$ cat src/rtl/bytepack_pkg.sv
package bytepack_pkg;
  typedef struct packed {
    logic wr16;
    logic wr8;
    logic rd;
    logic push;
    logic pop;
  } packStrobe_t;

  localparam int ST_SINGLE    = 15;
  localparam int ST_OVERRUN   = 11;
  localparam int ST_UNDERFLOW = 10;
  localparam int ST_TXREADY   = 4;
  localparam int ST_RXREADY   = 3;
  localparam int ST_ACCREADY  = 2;
endpackage

$ cat src/rtl/bytepack_dp.sv
module bytepack_dp
  import bytepack_pkg::*;
#(
  parameter int BUF_BYTES = 4,
  parameter int WORD_W    = 16
) (
  input  logic                          clk,
  input  logic                          rstN,
  input  packStrobe_t                   strb,
  input  logic                          byteOrder,
  input  logic [WORD_W-1:0]             wrData,
  input  logic [7:0]                    pushByte,
  output logic [WORD_W-1:0]             rdData,
  output logic [7:0]                    popByte,
  output logic [$clog2(BUF_BYTES+1)-1:0] txFill,
  output logic [$clog2(BUF_BYTES+1)-1:0] rxFill
);
  localparam int BUF_W = BUF_BYTES * 8;
  localparam int CNT_W = $clog2(BUF_BYTES + 1);

  logic [BUF_W-1:0]  bufQ, bufD;
  logic [CNT_W-1:0]  txQ, txD, rxQ, rxD;
  logic [WORD_W-1:0] ordered;

  assign ordered = byteOrder ? wrData : {wrData[7:0], wrData[15:8]};
  assign rdData  = byteOrder ? {bufQ[7:0], bufQ[15:8]} : bufQ[15:0];
  assign txFill  = txQ;
  assign rxFill  = rxQ;

  always_comb begin
    popByte = '0;
    for (int i = 0; i < BUF_BYTES; i++) begin
      if (CNT_W'(i + 1) == txQ) popByte = bufQ[i*8 +: 8];
    end
  end

  always_comb begin
    bufD = bufQ;
    txD  = txQ;
    rxD  = rxQ;
    if (strb.wr16) begin
      bufD = {bufQ[BUF_W-WORD_W-1:0], ordered};
      txD  = txQ + CNT_W'(2);
    end else if (strb.wr8) begin
      bufD = {bufQ[BUF_W-9:0], wrData[7:0]};
      txD  = txQ + CNT_W'(1);
    end else if (strb.rd) begin
      if (rxQ == CNT_W'(1)) begin
        rxD = '0;
      end else if (rxQ > CNT_W'(1)) begin
        if (rxQ > CNT_W'(2)) bufD = bufQ >> WORD_W;
        rxD = rxQ - CNT_W'(2);
      end
    end else if (strb.push) begin
      if (rxQ == '0) bufD = BUF_W'(pushByte);
      else           bufD = bufQ | (BUF_W'(pushByte) << {rxQ, 3'b000});
      rxD = rxQ + CNT_W'(1);
    end else if (strb.pop) begin
      txD = txQ - CNT_W'(1);
    end
  end

  always_ff @(posedge clk) begin
    if (!rstN) begin
      bufQ <= '0;
      txQ  <= '0;
      rxQ  <= '0;
    end else begin
      bufQ <= bufD;
      txQ  <= txD;
      rxQ  <= rxD;
    end
  end
endmodule

$ cat src/rtl/bytepack_ctl.sv
module bytepack_ctl
  import bytepack_pkg::*;
#(
  parameter int BUF_BYTES = 4
) (
  input  logic                          clk,
  input  logic                          rstN,
  input  logic                          wrEn,
  input  logic                          wrByte,
  input  logic                          rdEn,
  input  logic                          pushEn,
  input  logic                          popEn,
  input  logic [$clog2(BUF_BYTES+1)-1:0] txFill,
  input  logic [$clog2(BUF_BYTES+1)-1:0] rxFill,
  input  logic                          masterOn,
  input  logic                          txDir,
  input  logic                          setUnderflow,
  input  logic                          setOverrun,
  input  logic                          setTxReady,
  input  logic [15:0]                   statusClr,
  output packStrobe_t                   strb,
  output logic                          masterClr,
  output logic [15:0]                   status
);
  localparam int CNT_W = $clog2(BUF_BYTES + 1);

  logic        room, swAcc, rxEmptyAfter, txOverTwo;
  logic [15:0] stQ, stD;

  assign room  = txFill <= CNT_W'(BUF_BYTES - 2);
  assign swAcc = wrEn | rdEn;

  always_comb begin
    strb.wr16 = wrEn & ~wrByte & room;
    strb.wr8  = wrEn & wrByte & room;
    strb.rd   = rdEn & ~wrEn;
    strb.push = pushEn & ~swAcc & (rxFill < CNT_W'(BUF_BYTES));
    strb.pop  = popEn & ~swAcc & (txFill != '0);
  end

  assign rxEmptyAfter = rxFill <= CNT_W'(2);
  assign txOverTwo    = strb.wr16 ? (txFill != '0) : (txFill >= CNT_W'(2));
  assign masterClr    = strb.rd & rxEmptyAfter & masterOn & ~txDir;

  always_comb begin
    stD = stQ & ~statusClr;
    if (strb.wr16 | strb.wr8) begin
      stD[ST_UNDERFLOW] = 1'b0;
      if (txOverTwo) stD[ST_TXREADY] = 1'b0;
    end
    if (strb.rd) begin
      stD[ST_OVERRUN] = 1'b0;
      if (rxFill == CNT_W'(1)) stD[ST_SINGLE] = 1'b1;
      if (rxEmptyAfter) stD[ST_RXREADY] = 1'b0;
      if (masterClr) stD[ST_ACCREADY] = 1'b1;
    end
    if (strb.push)   stD[ST_RXREADY]   = 1'b1;
    if (setUnderflow) stD[ST_UNDERFLOW] = 1'b1;
    if (setOverrun)   stD[ST_OVERRUN]   = 1'b1;
    if (setTxReady)   stD[ST_TXREADY]   = 1'b1;
  end

  always_ff @(posedge clk) begin
    if (!rstN) stQ <= '0;
    else       stQ <= stD;
  end

  assign status = stQ;
endmodule

$ cat src/rtl/bytepack_top.sv
module bytepack_top
  import bytepack_pkg::*;
#(
  parameter int BUF_BYTES = 4
) (
  input  logic        clk,
  input  logic        rstN,
  input  logic        byteOrder,
  input  logic        wrEn,
  input  logic        wrByte,
  input  logic [15:0] wrData,
  input  logic        rdEn,
  output logic [15:0] rdData,
  input  logic        masterOn,
  input  logic        txDir,
  output logic        masterClr,
  input  logic        popEn,
  output logic [7:0]  popByte,
  input  logic        pushEn,
  input  logic [7:0]  pushByte,
  output logic [2:0]  txFill,
  output logic [2:0]  rxFill,
  input  logic        setUnderflow,
  input  logic        setOverrun,
  input  logic        setTxReady,
  input  logic [15:0] statusClr,
  output logic [15:0] status
);
  packStrobe_t strb;

  bytepack_ctl #(.BUF_BYTES(BUF_BYTES)) u_ctl (
    .clk(clk), .rstN(rstN), .wrEn(wrEn), .wrByte(wrByte), .rdEn(rdEn),
    .pushEn(pushEn), .popEn(popEn), .txFill(txFill), .rxFill(rxFill),
    .masterOn(masterOn), .txDir(txDir), .setUnderflow(setUnderflow),
    .setOverrun(setOverrun), .setTxReady(setTxReady), .statusClr(statusClr),
    .strb(strb), .masterClr(masterClr), .status(status)
  );

  bytepack_dp #(.BUF_BYTES(BUF_BYTES), .WORD_W(16)) u_dp (
    .clk(clk), .rstN(rstN), .strb(strb), .byteOrder(byteOrder),
    .wrData(wrData), .pushByte(pushByte), .rdData(rdData),
    .popByte(popByte), .txFill(txFill), .rxFill(rxFill)
  );
endmodule

$ cat config.mk
export PLATFORM = sky130hd
export DESIGN_NAME = bytepack_top
export DESIGN_NICKNAME = d
export VERILOG_FILES = /design/src/rtl/bytepack_pkg.sv /design/src/rtl/bytepack_dp.sv /design/src/rtl/bytepack_ctl.sv /design/src/rtl/bytepack_top.sv
export SDC_FILE = /design/constraint.sdc
export NUM_CORES = 1
export LEC_CHECK = 0
export BUFFER_PORTS_ARGS = -buffer_cell sky130_fd_sc_hd__buf_2
export CAP_MARGIN = 20
export CORE_AREA = 2 2 124 126
export CTS_CLUSTER_SIZE = 24
export DETAILED_ROUTE_END_ITERATION = 16
export DIE_AREA = 0 0 126 128
export PLACE_DENSITY = 0.58
export SETUP_SLACK_MARGIN = 0.4
export SKIP_LAST_GASP = 1
export SYNTH_ARGS = -nofsm -noshare
export SYNTH_HDL_FRONTEND = slang
export SYNTH_SLANG_ARGS = --single-unit
$ cat constraint.sdc
create_clock -name clk -period 2.7 [get_ports clk]
set_input_delay 0.405 -clock clk [delete_from_list [all_inputs] [get_ports clk]]
set_output_delay 0.405 -clock clk [all_outputs]
set_load 0.05 [all_outputs]
======== After elaboration in Yosys (flattened, before gate mapping) ========
Cells that the tools add are included.
operators by class
  $add $sub $neg .......................... 5
  multiply operators ...................... 0
  div/mod/pow operators ................... 0
  $lt $le $gt $ge ......................... 6
  equality and inequality tests ........... 11
  shifts and indexed selects .............. 1
  mux-type cells .......................... 37
  bitwise operators ....................... 23
  reduce and logical (&&, ||, !) cells .... 8
operators with widths
  kind                                                                              count
  32-bit two-way mux                                                                8
  16-bit two-way mux                                                                2
  8-bit two-way mux                                                                 4
  32-bit bitwise OR                                                                 1
  8-bit by 6-bit << shifter with 32-bit output                                      1
  3-bit two-way mux                                                                 9
  16-bit bitwise AND                                                                1
  16-bit inverter                                                                   1
  1-bit two-way mux                                                                 13
  1-bit bitwise AND                                                                 12
  4-bit by 1-bit != test with 1-bit output, second input constant                   2
  4-bit AND reduction                                                               2
  3-bit by 1-bit adder with 3-bit output, second input constant                     2
  2-bit by 3-bit equality test with 1-bit output, first input constant              2
  3-bit by 2-bit less-or-equal comparator with 1-bit output, second input constant  2
  3-bit by 1-bit != test with 1-bit output, second input constant                   2
  1-bit inverter                                                                    6
  3-bit nonzero test                                                                2
  4-bit by 2-bit != test with 1-bit output, second input constant                   1
  4-bit nonzero test                                                                1
  3-bit by 2-bit adder with 3-bit output, second input constant                     1
  1-bit by 3-bit equality test with 1-bit output, first input constant              1
  3-bit by 1-bit equality test with 1-bit output, second input constant             1
  3-bit equality test, first input constant                                         1
  12 further kinds                                                                  13
word-level totals
  register bits after elaboration ......... 54
  latch bits .............................. 0
  RAM bits ................................ 0
  memory bits (read-only) ................. 0
  input port bits ......................... 53
  output and inout bits ................... 47
  logic and storage cells ................. 95
  memories ................................ 0

======== Longest topological paths before layout ========
  depth in word-level cells ............... 9
  mapped depth ............................ 11
  gate-level depth less buffers ........... 6

======== Cells and area by module ========
A second synthesis with hierarchy kept.
second synthesis, totals
  cells, all modules ...................... 485
  area total of the unflattened synthesis .. 3896.2 µm²
by module, submodules not included
  module        instances  cells an instance  area an instance (µm²)  sequential area each (µm²)
  bytepack_dp   1          426                3273.1                  760.7
  bytepack_ctl  1          59                 623.1                   320.3

======== Least setup slack after synthesis ========
Ideal clock, no wire load.
  kind .................................... reg2reg
  start ................................... register u_dp.rxQ[1] (netlist: u_dp.rxFill[1])
  end ..................................... register u_dp.bufQ[24]
  setup time .............................. 0.091 ns
  arrival time ............................ 2.818 ns
  required time ........................... 2.609 ns
  path slack .............................. -0.209 ns
  cell stages (with the launch flop) ...... 12
  buffers on the path ..................... 5
  clock period less this slack ............ 2.909 ns
  path through ............................ dfxtp_1 clkbuf_1 clkbuf_1 inv_1 ha_1 clkbuf_1 nand2b_1 buf_2 nand2_1 clkbuf_1 or3_1 a311oi_1
on the way
  longest elaborated chain between the ends .. 7
  elaborated cells on any way between the ends .. 18
  those cells by class .................... order compare: 3; eq/ne: 4; shift: 1; mux: 5; bitwise: 2; reduce/logical: 3
ends and longest elaborated chain
  what                                          line               RTL
  start: declaration                            bytepack_dp.sv:22  logic [CNT_W-1:0] txQ, txD, rxQ, rxD;
  start signal: assignment                      bytepack_dp.sv:71  rxQ <= rxD;
  8-bit by 6-bit << shifter with 32-bit output  bytepack_dp.sv:56  else bufD = bufQ | (BUF_W'(pushByte) << {rxQ, 3'b000});
  32-bit bitwise OR                             bytepack_dp.sv:56
  32-bit two-way mux                            bytepack_dp.sv:55  if (rxQ == '0) bufD = BUF_W'(pushByte);
  32-bit two-way mux                            bytepack_dp.sv:54  end else if (strb.push) begin
  32-bit two-way mux                            bytepack_dp.sv:47  end else if (strb.rd) begin
  32-bit two-way mux                            bytepack_dp.sv:44  end else if (strb.wr8) begin
  32-bit two-way mux                            bytepack_dp.sv:41  if (strb.wr16) begin
  end signal: assignment                        bytepack_dp.sv:69  bufQ <= bufD;
  end: declaration                              bytepack_dp.sv:21  logic [BUF_W-1:0] bufQ, bufD;
Parallel ways exist; a longest one is shown, timed or not. The select of a mux whose other input is x is not followed.
A chain may end at the register's enable or synchronous reset.

======== Worst setup path after layout ========
  start ................................... register u_dp.txQ[1] (netlist: u_dp.txFill[1])
  end ..................................... output popByte[6]
on the way
  longest elaborated chain between the ends .. 5
  elaborated cells on any way between the ends .. 8
  those cells by class .................... eq/ne: 4; mux: 4
ends and longest elaborated chain
  what                                            line                RTL
  start: declaration                              bytepack_dp.sv:22
  start signal: assignment                        bytepack_dp.sv:70   txQ <= txD;
  1-bit by 3-bit equality test with 1-bit output  bytepack_dp.sv:33   if (CNT_W'(i + 1) == txQ) popByte = bufQ[i*8 +: 8];
  8-bit two-way mux (3 in series)                 bytepack_dp.sv:33
  8-bit two-way mux (*)                           bytepack_dp.sv:33
  end: declaration                                bytepack_top.sv:18  output logic [7:0] popByte,
Every way passes the cells marked *; elsewhere a longest branch is shown, timed or not.

==> summary.md <==
| Metric | Value |
|---|---|
| Util after Layout | `0.377` |
| Post-synthesis adder-cell area fraction | `0.0373` |
| IO Port Bufs | `99` |
| Final setup fails | `0` |
| RSZ-0062 raised after global routing | `yes` |
| IO Count | `100` |
| Initial DRC count | `557` |
| Setup ws final | `0.423 ns` |
| Pre-CTS WS | `0.359 ns` |
| Clock Latency Late Sink | `0.31 ns` |
| Vias in the first global route | `4775` |
| Post-Synth Simple-Gate Area | `0.225` |
| H-tree Lvls | `2` |
| ANT nets after route | `0` |
| Die Wd | `126 µm` |
| Post-synth net total | `620` |
| WS Path Type | `flip-flop to output pin` |
| Die H | `128 µm` |
| Post-detail-place hpwl | `11.3 mm` |
| Total track usage | `0.198` |
| Worst Path Max Fanout | `5` |
| Hold_buf cts | `0` |
| Maximum buffer depth of the clock tree | `2` |
| Min-Delay Path Class | `input port to flip-flop` |
| Synth Instances | `554` |
| Pwr per Cell Area | `586 nW/µm²` |
| Seq/Total Area, Yosys | `0.248` |
| GR Overflow Total | `0` |
| Compound-Gate Fraction of Synth Area | `0.325` |
| Fmax | `439 MHz` |
| Final Skew | `0.00515 ns` |
| Synth Warn # | `0` |
| Synth Area in XOR/XNOR | `0.00201` |
| Rel. slew slack | `0.582` |
| Least-Margin Pin Slew | `0.626 ns` |
| Setup TNS | `0 ns` |
| Async set-or-reset flop fraction in the synthesized netlist | `0` |
| Worst EP required | `2.30 ns` |
| Via/cell ratio | `5.95` |
| Critical-path cell list | `inv_2 -> ha_1 -> and2_1 -> nor2b_2 -> buf_4 -> a22oi_2 -> o21ai_4 -> buf_2` |
| Max Transition Viols Final | `0` |
| Crit start category | `flip-flop` |
| Ant. Diodes | `0` |
| Fin area | `5610 µm²` |
| Clk slew on worst S/H paths | `0.07 ns` |
| Critical Path Sink Type | `output pin` |
| Area growth from synthesis to layout | `28.8%` |
| Largest net degree at the start of global routing | `44` |
| Routed vias | `4920` |
| Peak supply drop | `305 µV` |
| Leak | `2.33 nW` |
| Mux cell area share after synthesis | `0.0902` |
| Status | `completed` |
| Drt drc | `0` |
| Gp weighted congestion | `0.913` |
| Pwr Total | `3.29 mW` |
| Core Region | `14900 µm²` |
| Post-DP Area | `5170 µm²` |
| CTS sink cnt | `54` |
| #FFs+latches synth | `54` |
| Synth cell types | `52` |
| First-pass GRT wire length | `25.8 mm` |
| Post-synth EDFFs | `0` |
| Rows | `45` |
| Root Buffer | `clkbuf_16` |
| Fin nets | `704` |
| CP Data Arrival Time | `1.87 ns` |
| Period minus WS final | `2.28 ns` |
| Top_reg_cell synth | `dfxtp_1` |
| CP max stage cell | `dfxtp_4` |
| Initial Util | `0.293` |
| Pre-antenna DRT Iters | `5` |
| Non-Filler Instances | `827` |
| Hold slack | `0.245 ns` |
| Share of cells above drive strength 1 | `0.321` |
| Final period util | `0.843` |
| Avg WL per Cell | `19.7 µm` |
| Max-cap viol count | `0` |
| Avg Cell Area, Syn | `7.86 µm²` |
| CTS Buf Count | `5` |
| Final Hold Vio Count | `0` |
| Initial antenna violation count | `0` |
| Largest family of logic cells by synthesized area | `compound AO/OA/AOI/OAI gates` |
| CTS tree | `yes` |
| Cell Area, Synth | `4360 µm²` |
| Dpl cells | `805` |
| DRT Wirelength | `16.3 mm` |
| FILL cells | `1544` |
| Crit-path max cell delay | `0.38 ns` |
| Die ar. | `16100 µm²` |
cell type report:
type,instances,area [µm²],share of cell area
Multi-Input combinational cell,419,3140,0.559
Sequential cell,54,1100,0.196
Timing Repair Buffer,139,868,0.155
Tap cell,188,235,0.0419
Clock buffer,6,139,0.0248
Inverter,19,71.3,0.0127
Clock inverter,2,60.1,0.0107
sequential cells by signal, summed over array words and instances (netlist names):
signal and flops:
u_dp.bufQ 32, u_dp.txFill 3, u_dp.rxFill 3, u_ctl.status 16
worst max-delay path, delay by kind of cell, from the launching register on:
kind            cells  cell delay [ns]
buf+inv             3             0.50
flops               1             0.38
simple gates        2             0.35
fa+ha+maj           1             0.20
compound gates      2             0.13
where the power goes:
| part | total (mW) | switching [mW] | internal (mW) | leakage [nW] |
|---|---|---|---|---|
| Clock | 0.881 | 0.323 | 0.558 | 0.0971 |
| Combinational | 1.35 | 0.863 | 0.492 | 1.78 |
| Sequential | 1.05 | 0.165 | 0.886 | 0.447 |
| Total | 3.29 | 1.35 | 1.94 | 2.33 |
routing by layer:
| metal | global-route usage | vias to the layer above | share of wire |
|---|---|---|---|
| li1 | - | 2290 | - |
| met1 | 0.255 | 2343 | 0.41 |
| met2 | 0.327 | 252 | 0.48 |
| met3 | 0.0363 | 35 | 0.079 |
| met4 | 0.0808 | 0 | 0.029 |
| met5 | 0 | - | 0 |
cell families (layout without fill, tap and decap cells):
group                      after synthesis  in the layout
buffers and inverters                   81            166
and+or+nand+nor                        188            188
adders and majority gates               13             13
xor gates and xnor gates                 1              1
muxes                                   37             37
AOI/OAI and AO/OA                      180            180
DFF                                     54             54
cells in the final DEF, fill, tap and decap left out, drive strengths merged, types with 13 or more instances in the layout:
| master | n |
|---|---|
| nor3b | 13 |
| nand2b | 17 |
| a2111oi | 29 |
| o21ai | 19 |
| nor2 | 31 |
| dfxtp | 54 |
| inv | 18 |
| mux2 | 18 |
| ha | 13 |
| o211ai | 14 |
| nand2 | 55 |
| mux2i | 19 |
| buf | 138 |
| a21oi | 25 |
path summary, 6_finish.rpt:
kind / from / endpoint / slack (ns) / depth (start not counted)
worst max register to register: u_dp.rxFill[1]$_SDFFE_PN0P_ / u_dp.bufQ[0]$_SDFFE_PN0P_ / 0.50 / 9
worst min-delay path: statusClr[14] / u_ctl.status[14]$_SDFF_PN0_ / 0.24 / 2
worst min register to register: u_ctl.status[0]$_SDFF_PN0_ / u_ctl.status[0]$_SDFF_PN0_ / 0.47 / 1
worst max-delay path: u_dp.txFill[1]$_SDFFE_PN0P_ / popByte[6] / 0.42 / 8
synthesized netlist by cell type (all sizes together), types with 3 or more instances:
library cell  instances  share of area
o21a                  3         0.0052
mux2                 18          0.047
nand2                55          0.047
o21ai                19          0.022
nand4                 7          0.010
nor3                 12          0.015
nor3b                13          0.022
nand2b               17          0.024
ha                   13          0.037
nand3                12          0.014
nand4b                5          0.010
or3                  12          0.017
a211o                 8          0.016
o41ai                 3         0.0060
a311oi               12          0.024
dfxtp                54           0.25
clkbuf               47          0.040
a21oi                25          0.029
o311a                 4         0.0092
mux2i                19          0.044
a21o                  3         0.0052
o31ai                 3         0.0052
nor2b                11          0.016
a2111oi              29          0.063
nor2                 31          0.027
a22oi                 8          0.014
inv                  18          0.016
a31oi                10          0.014
a41o                 11          0.025
buf                  15          0.016
a2111o                7          0.018
a221oi                9          0.018
o211ai               14          0.024
a221o                 8          0.018
what timing repair did:
item	CTS	global route
endpoints found under the hold margin	0	0
resized for setup	14	24
pin swaps	0	3
setup endpoints to repair	16	29
buffers inserted	2	11
gates cloned	0	1
(Power assumes the default switching activity.)
